===== src/rtl/remap_pkg.sv =====
package remap_pkg;

   // Sequencer states: open for traffic, or draining before applying.
   typedef enum logic {
      SEQ_OPEN  = 1'b0,
      SEQ_DRAIN = 1'b1
   } seq_state_t;

   // Bit of command/status data that carries the enable value.
   localparam int ENABLE_BIT = 31;
   localparam int REG_W      = 32;

endpackage


===== src/rtl/remap_inflight_ctr.sv =====
module remap_inflight_ctr #(
   parameter int MAX_INFLIGHT = 16,
   localparam int CNT_W = $clog2(MAX_INFLIGHT + 1)
) (
   input  logic             clk,
   input  logic             rst_n,
   input  logic             inc,
   input  logic             dec,
   output logic [CNT_W-1:0] count,
   output logic             full,
   output logic             empty
);

   localparam logic [CNT_W-1:0] LIMIT = CNT_W'(MAX_INFLIGHT);

   generate
      if (MAX_INFLIGHT < 1) begin : g_bad_limit
         $error("remap_inflight_ctr: MAX_INFLIGHT must be at least 1");
      end
   endgenerate

   logic             dec_ok;
   logic [CNT_W-1:0] count_q;

   // A completion with nothing outstanding is dropped.
   assign dec_ok = dec && (count_q != '0);

   always_ff @(posedge clk) begin
      if (!rst_n) begin
         count_q <= '0;
      end else if (inc && !dec_ok) begin
         count_q <= count_q + 1'b1;
      end else if (!inc && dec_ok) begin
         count_q <= count_q - 1'b1;
      end
   end

   assign count = count_q;
   assign full  = (count_q == LIMIT);
   assign empty = (count_q == '0);

endmodule


===== src/rtl/remap_cmd_seq.sv =====
module remap_cmd_seq
   import remap_pkg::*;
(
   input  logic clk,
   input  logic rst_n,
   input  logic cmd_wr,
   input  logic cmd_val,
   input  logic drained,
   output logic applied_en,
   output logic draining,
   output logic held_v
);

   seq_state_t state_q;
   logic       en_q;
   logic       target_q;
   logic       held_q;
   logic       held_v_q;

   always_ff @(posedge clk) begin
      if (!rst_n) begin
         state_q  <= SEQ_OPEN;
         en_q     <= 1'b0;
         target_q <= 1'b0;
         held_q   <= 1'b0;
         held_v_q <= 1'b0;
      end else begin
         unique case (state_q)
            SEQ_OPEN: begin
               if (held_v_q) begin
                  // The held command goes first; a fresh write takes its slot.
                  held_v_q <= 1'b0;
                  if (held_q != en_q) begin
                     target_q <= held_q;
                     state_q  <= SEQ_DRAIN;
                  end
                  if (cmd_wr) begin
                     held_q   <= cmd_val;
                     held_v_q <= 1'b1;
                  end
               end else if (cmd_wr && (cmd_val != en_q)) begin
                  target_q <= cmd_val;
                  state_q  <= SEQ_DRAIN;
               end
            end
            SEQ_DRAIN: begin
               if (drained) begin
                  en_q    <= target_q;
                  state_q <= SEQ_OPEN;
               end
               if (cmd_wr) begin
                  held_q   <= cmd_val;
                  held_v_q <= 1'b1;
               end
            end
            default: state_q <= SEQ_OPEN;
         endcase
      end
   end

   assign applied_en = en_q;
   assign draining   = (state_q == SEQ_DRAIN);
   assign held_v     = held_v_q;

endmodule


===== src/rtl/remap_regs.sv =====
module remap_regs
   import remap_pkg::*;
#(
   parameter int                ADDR_W     = 4,
   parameter logic [ADDR_W-1:0] CMD_OFS    = '0,
   parameter logic [ADDR_W-1:0] STS_OFS    = ADDR_W'(4),
   parameter int                RD_LATENCY = 0
) (
   input  logic              clk,
   input  logic              rst_n,
   input  logic              wr_en,
   input  logic [ADDR_W-1:0] wr_addr,
   input  logic [REG_W-1:0]  wr_data,
   input  logic              rd_en,
   input  logic [ADDR_W-1:0] rd_addr,
   input  logic              status_en,
   output logic [REG_W-1:0]  rd_data,
   output logic              cmd_wr,
   output logic              cmd_val
);

   generate
      if (CMD_OFS == STS_OFS) begin : g_bad_map
         $error("remap_regs: command and status offsets must differ");
      end
      if (RD_LATENCY != 0 && RD_LATENCY != 1) begin : g_bad_lat
         $error("remap_regs: RD_LATENCY must be 0 or 1");
      end
   endgenerate

   // Command decode: only the enable bit is meaningful.
   logic unused_wr_bits;
   assign unused_wr_bits = ^wr_data[ENABLE_BIT-1:0];
   assign cmd_wr  = wr_en && (wr_addr == CMD_OFS);
   assign cmd_val = wr_data[ENABLE_BIT];

   // Command offset always reads as zero; status carries applied state.
   logic [REG_W-1:0] rd_value;
   always_comb begin
      rd_value = '0;
      if (rd_en && (rd_addr == STS_OFS)) begin
         rd_value[ENABLE_BIT] = status_en;
      end
   end

   generate
      if (RD_LATENCY == 0) begin : g_rd_comb
         assign rd_data = rd_value;
      end else begin : g_rd_reg
         logic [REG_W-1:0] rd_q;
         always_ff @(posedge clk) begin
            if (!rst_n) rd_q <= '0;
            else        rd_q <= rd_value;
         end
         assign rd_data = rd_q;
      end
   endgenerate

endmodule


===== src/rtl/remap_enable_ctrl.sv =====
module remap_enable_ctrl #(
   parameter int                MAX_INFLIGHT = 16,
   parameter int                ADDR_W       = 4,
   parameter logic [ADDR_W-1:0] CMD_OFS      = '0,
   parameter logic [ADDR_W-1:0] STS_OFS      = ADDR_W'(4),
   parameter int                RD_LATENCY   = 0
) (
   input  logic              clk,
   input  logic              rst_n,
   input  logic              reg_wr_en,
   input  logic [ADDR_W-1:0] reg_wr_addr,
   input  logic [31:0]       reg_wr_data,
   input  logic              reg_rd_en,
   input  logic [ADDR_W-1:0] reg_rd_addr,
   output logic [31:0]       reg_rd_data,
   input  logic              req_valid,
   output logic              req_ready,
   output logic              fwd_valid,
   input  logic              fwd_ready,
   output logic              fwd_remap,
   input  logic              cpl_pulse,
   output logic              remap_en
);

   localparam int CNT_W = $clog2(MAX_INFLIGHT + 1);

   logic             cmd_wr;
   logic             cmd_val;
   logic             applied_en;
   logic             draining;
   logic             held_v;
   logic [CNT_W-1:0] inflight;
   logic             win_full;
   logic             win_empty;
   logic             gate_open;
   logic             accept;

   remap_regs #(
      .ADDR_W     (ADDR_W),
      .CMD_OFS    (CMD_OFS),
      .STS_OFS    (STS_OFS),
      .RD_LATENCY (RD_LATENCY)
   ) regs_i (
      .clk       (clk),
      .rst_n     (rst_n),
      .wr_en     (reg_wr_en),
      .wr_addr   (reg_wr_addr),
      .wr_data   (reg_wr_data),
      .rd_en     (reg_rd_en),
      .rd_addr   (reg_rd_addr),
      .status_en (applied_en),
      .rd_data   (reg_rd_data),
      .cmd_wr    (cmd_wr),
      .cmd_val   (cmd_val)
   );

   remap_cmd_seq seq_i (
      .clk        (clk),
      .rst_n      (rst_n),
      .cmd_wr     (cmd_wr),
      .cmd_val    (cmd_val),
      .drained    (win_empty),
      .applied_en (applied_en),
      .draining   (draining),
      .held_v     (held_v)
   );

   remap_inflight_ctr #(
      .MAX_INFLIGHT (MAX_INFLIGHT)
   ) ctr_i (
      .clk   (clk),
      .rst_n (rst_n),
      .inc   (accept),
      .dec   (cpl_pulse),
      .count (inflight),
      .full  (win_full),
      .empty (win_empty)
   );

   assign gate_open = !draining && !win_full;
   assign req_ready = fwd_ready && gate_open;
   assign fwd_valid = req_valid && gate_open;
   assign accept    = req_valid && req_ready;
   assign fwd_remap = applied_en;
   assign remap_en  = applied_en;

endmodule


===== config.mk =====
export PLATFORM = sky130hd
export DESIGN_NAME = remap_enable_ctrl
export DESIGN_NICKNAME = d
export VERILOG_FILES = /design/src/rtl/remap_pkg.sv /design/src/rtl/remap_inflight_ctr.sv /design/src/rtl/remap_cmd_seq.sv /design/src/rtl/remap_regs.sv /design/src/rtl/remap_enable_ctrl.sv
export SDC_FILE = /design/constraint.sdc
export NUM_CORES = 1
export LEC_CHECK = 0
export BUFFER_PORTS_ARGS = -buffer_cell sky130_fd_sc_hd__buf_2
export CORE_MARGIN = 1.5
export CORE_UTILIZATION = 39
export DETAILED_ROUTE_END_ITERATION = 6
export GPL_ROUTABILITY_DRIVEN = 0
export PLACE_DENSITY = 0.84
export REMOVE_ABC_BUFFERS = 1
export SKIP_LAST_GASP = 1
export SYNTH_ARGS = -nofsm -noshare
export SYNTH_HDL_FRONTEND = slang
export SYNTH_SLANG_ARGS = --single-unit

===== constraint.sdc =====
create_clock -name clk -period 7.6 [get_ports clk]
set_clock_uncertainty 0.1 [all_clocks]
set_input_delay 0.38 -clock clk [delete_from_list [all_inputs] [get_ports clk]]
set_output_delay 0.38 -clock clk [all_outputs]
set_load 0.02 [all_outputs]

==> results list <==
* Run status: finished clean
- Die outline area: 2610 µm²
- Count of warnings emitted by yosys: 0
* Layout cells sized above 1: 21.7%
- Reg2Reg Launch Point: ctr_i.count[0]$_SDFFE_PN0P_
- Counting the fill cells in the layout gives 225.
* Cell area after technology mapping: 901 µm²
- Global routing used 10.9% of the available met1 tracks.
* Total I/O pin count: 83
- Initial antenna violation count: 0
- For this block, the initial DRC count from the detailed router was 15.
- Critical Path End Type: register
- Vias in the first global route: 567
- At the end of the flow the core is filled with cells to 42.8%.
- Data on the critical path is required at its endpoint by approximately 7700 ps.
* Gr busiest metal: met2
- Worst setup path class: reg2reg
* Type of the worst min-delay path: in2reg
- CTS built an H-tree with a depth of 1.
* #FFs+latches synth: 10
- After the last flow step, the layout net total stands at 182.
- TritonCTS built the clock tree.
- Cell accounting for the most synthesized area: sky130_fd_sc_hd__buf_4
* Number of vias after detailed routing: 673
- The floorplan has 17 rows.
- Height of the chip: just over 50 µm
- Final routed DRC violation total: 0
- After clock tree synthesis, the clock-pin slew on the worst setup and hold paths is 70 ps.
* Total Neg Setup Slack: 0 ps
- Global routing used 22.3% of the available met2 tracks.
- After floorplanning, the core was sized to cover 2190 µm².
- Synthesized netlist cell count: 109
* Max-cap check violation count: 0
* Destination of the worst register-to-register timing path: ctr_i.count[4]$_SDFFE_PN0P_
* Total of hold buffers inserted after clock tree synthesis: 0
- In this run the post-CTS setup repair buffer count came out at 0.
- In this run, CTS created clock tree buffers numbering 3.
* Reg2reg setup slack: 4690 ps
* Clock root buffer: sky130_fd_sc_hd__clkbuf_4
- Path depth of the worst reg2reg path: 9
- PortBufs: 20
- Avg Inst Size Synth: 8.26 µm²
* Insertion delay of the later-clocked pin in the worst-skew pair: 270 ps
- Met3 routing resource usage after global routing: 5.26%
- The first detailed-routing pass ran for 4 iterations.
- Global-route wire length before repair: around 2300 µm
- Number of diodes: 0
- In the final routed layout, each cell accounts on average for 9.02 µm.
* Total congestion overflow after global routing: 0
* Dpl hpwl: 1150 µm
- Endpoints failing hold: 0
* Initial Util: just over 40%
* Cell variety after synth: 33
* Final max-slew violation count: 0
* Peak Freq: 0.344 GHz
- Using the TritonRoute via totals, the vias-per-cell ratio works out to roughly 4.3.
- Measured against its own limit, the worst slew margin works out to 63.2%.
- For this design, the sink count on the clock tree is 10.
* Setup repair after global routing missed its margin: no
- Placed insts: 153
* Fin cells: 157
- STA classifies the critical path startpoint as a register.
* Sequential share of the synthesized area: between 20 and 25%
- Period minus WS final: 2910 ps
- In this run the biggest area consumer among cell types represents approximately a quarter of the synthesized area.
- Entering global routing, the biggest net connects 15 pins.
* Post-cts repair resize count: 0
- The most critical setup path has its endpoint at ctr_i.count[4]$_SDFFE_PN0P_.
- Count of antenna-violating nets left after detailed routing: 0
* Post-route fraction of the period consumed by the critical path: 38.2%
- Cell types with the largest area share after synthesis: sky130_fd_sc_hd__buf_4 27%, sky130_fd_sc_hd__dfxtp_1 22%, sky130_fd_sc_hd__ha_1 5.6%
- IR analysis of the VDD net gives a maximum drop of 0.170 mV.
- For the worst setup path, the data arrival time is about 3000 ps.
- The critical path starts at ctr_i.count[0]$_SDFFE_PN0P_.
* Maximum fanout along the worst path: 4
* Wire length reported by the detailed router: between 1000 and 1500 µm
- The longest clock path from root to sink contains 2 buffers.
* Tot Pwr: 0.266 mW
- Leakage Power: 0.469 nW
- Relative to the synthesized area, the layout overhead comes to 4.03%.
- Slew @ Worst Pin: 547 ps
- Global-route usage over all layers: between 10% and 20%
- PD cells: 284 nW/µm²
- Die width: 51.1 µm
* Setup violators final: 0
==> power by group <==
| group | internal [mW] | switching, mW | total, mW |
|---|---|---|---|
| Clock | 0.0291 | 0.0193 | 0.0485 |
| Combinational | 0.0620 | 0.0794 | 0.141 |
| Sequential | 0.0649 | 0.0112 | 0.0762 |
==> routing by layer <==
metal	wire [µm]	part of all wire (%)
met1	481	34
met3	93	6.6
met5	0	0
met4	14	0.99
met2	828	58
==> cell families after synthesis <==
family / after synthesis / share of synthesized area (%)
buffers and inverters: 37 / 28.8
and+or+nand+nor: 36 / 23.6
AOI/OAI and AO/OA: 10 / 6.53
DFF: 10 / 22.2
muxes: 6 / 6.81
adders and majority gates: 5 / 7.78
xor gates and xnor gates: 4 / 3.89
other: 1 / 0.416
==> critical path: stages, from the launching register on <==
cell                       delay (ps)
sky130_fd_sc_hd__dfxtp_1          340
sky130_fd_sc_hd__nor4_1           530
sky130_fd_sc_hd__a21oi_1          180
sky130_fd_sc_hd__and3_1           220
sky130_fd_sc_hd__ha_1             240
sky130_fd_sc_hd__fa_1             460
sky130_fd_sc_hd__nand2b_1         170
sky130_fd_sc_hd__a21oi_1          160
sky130_fd_sc_hd__mux2i_1          230
sky130_fd_sc_hd__mux2i_1          200
==> worst min-delay path by stage <==
| stage | slack, ps | from | cells past startpoint | endpoint |
|---|---|---|---|---|
| finish | 320 | reg_wr_data[31] | 3 | seq_i.held_q$_SDFFE_PN0P_ |
| global route | 340 | reg_wr_data[31] | 3 | seq_i.held_q$_SDFFE_PN0P_ |
| CTS | 320 | reg_wr_data[31] | 3 | seq_i.held_q$_SDFFE_PN0P_ |
| detailed placement | 370 | seq_i.target_q$_SDFFE_PN0P_ | 2 | seq_i.target_q$_SDFFE_PN0P_ |
| global placement | 350 | seq_i.target_q$_SDFFE_PN0P_ | 2 | seq_i.target_q$_SDFFE_PN0P_ |
| floorplan | 340 | seq_i.target_q$_SDFFE_PN0P_ | 2 | seq_i.target_q$_SDFFE_PN0P_ |
==> registers in the layout, indices dropped and copies added (netlist names) <==
signal and cells:
seq_i.target_q 1, seq_i.held_v 1, seq_i.held_q 1, seq_i.applied_en 1, ctr_i.count 5, seq_i.draining 1
==> stage by stage <==
step | setup slack (ps) | hold WS, ps | area [µm²]
global placement | 4800 | 350 | 901
finish | 4690 | 316 | 937
global route | 4550 | 342 | 937
CTS | 4700 | 322 | 937
detailed placement | 4740 | 373 | 901
floorplan | 5030 | 337 | 766
==> synth_stat cells <==
master	instances
sky130_fd_sc_hd__clkbuf_1	2
sky130_fd_sc_hd__fa_1	1
sky130_fd_sc_hd__a21boi_0	1
sky130_fd_sc_hd__nand2b_1	3
sky130_fd_sc_hd__a21oi_1	3
sky130_fd_sc_hd__o21ai_0	3
sky130_fd_sc_hd__nand4b_1	1
sky130_fd_sc_hd__and3_1	2
sky130_fd_sc_hd__nor2b_1	2
sky130_fd_sc_hd__and2_1	5
sky130_fd_sc_hd__xnor2_1	2
sky130_fd_sc_hd__nand3b_1	1
sky130_fd_sc_hd__nor4b_1	1
sky130_fd_sc_hd__buf_4	32
sky130_fd_sc_hd__nand2_1	8
sky130_fd_sc_hd__a21o_1	1
sky130_fd_sc_hd__mux2_2	1
sky130_fd_sc_hd__nor2_1	5
sky130_fd_sc_hd__or4b_4	1
sky130_fd_sc_hd__nor4_1	1
sky130_fd_sc_hd__nor3b_1	1
sky130_fd_sc_hd__a31oi_1	1
sky130_fd_sc_hd__or4b_1	1
sky130_fd_sc_hd__dfxtp_1	10
sky130_fd_sc_hd__inv_1	3
sky130_fd_sc_hd__xor2_1	2
sky130_fd_sc_hd__nor2_2	1
sky130_fd_sc_hd__mux2i_1	5
sky130_fd_sc_hd__a21boi_1	1
sky130_fd_sc_hd__conb_1	1
sky130_fd_sc_hd__ha_1	4
sky130_fd_sc_hd__nor3_2	1
sky130_fd_sc_hd__nand3_1	2
==> layout by cell type, fill, tap and decap left out, types with 3 or more instances in the layout <==
cell type | netlist | layout
sky130_fd_sc_hd__dfxtp_1 | 10 | 10
sky130_fd_sc_hd__mux2i_1 | 5 | 5
sky130_fd_sc_hd__inv_1 | 3 | 3
sky130_fd_sc_hd__clkbuf_4 | 0 | 3
sky130_fd_sc_hd__conb_1 | 1 | 31
sky130_fd_sc_hd__a21oi_1 | 3 | 3
sky130_fd_sc_hd__o21ai_0 | 3 | 3
sky130_fd_sc_hd__ha_1 | 4 | 4
sky130_fd_sc_hd__and2_1 | 5 | 5
sky130_fd_sc_hd__nand2b_1 | 3 | 3
sky130_fd_sc_hd__buf_2 | 0 | 20
sky130_fd_sc_hd__nor2_1 | 5 | 5
sky130_fd_sc_hd__nand2_1 | 8 | 8
==> final cells by class <==
cell class,instances,area (µm²),area share (%)
clock buffer,4,36.3,3.87
timing repair buffer,20,100,10.7
inverter,3,11.3,1.20
multi-input combinational,92,554,59.1
sequential,10,200,21.4
tap,28,35.0,3.74
Power figures use the tool's default switching activity.
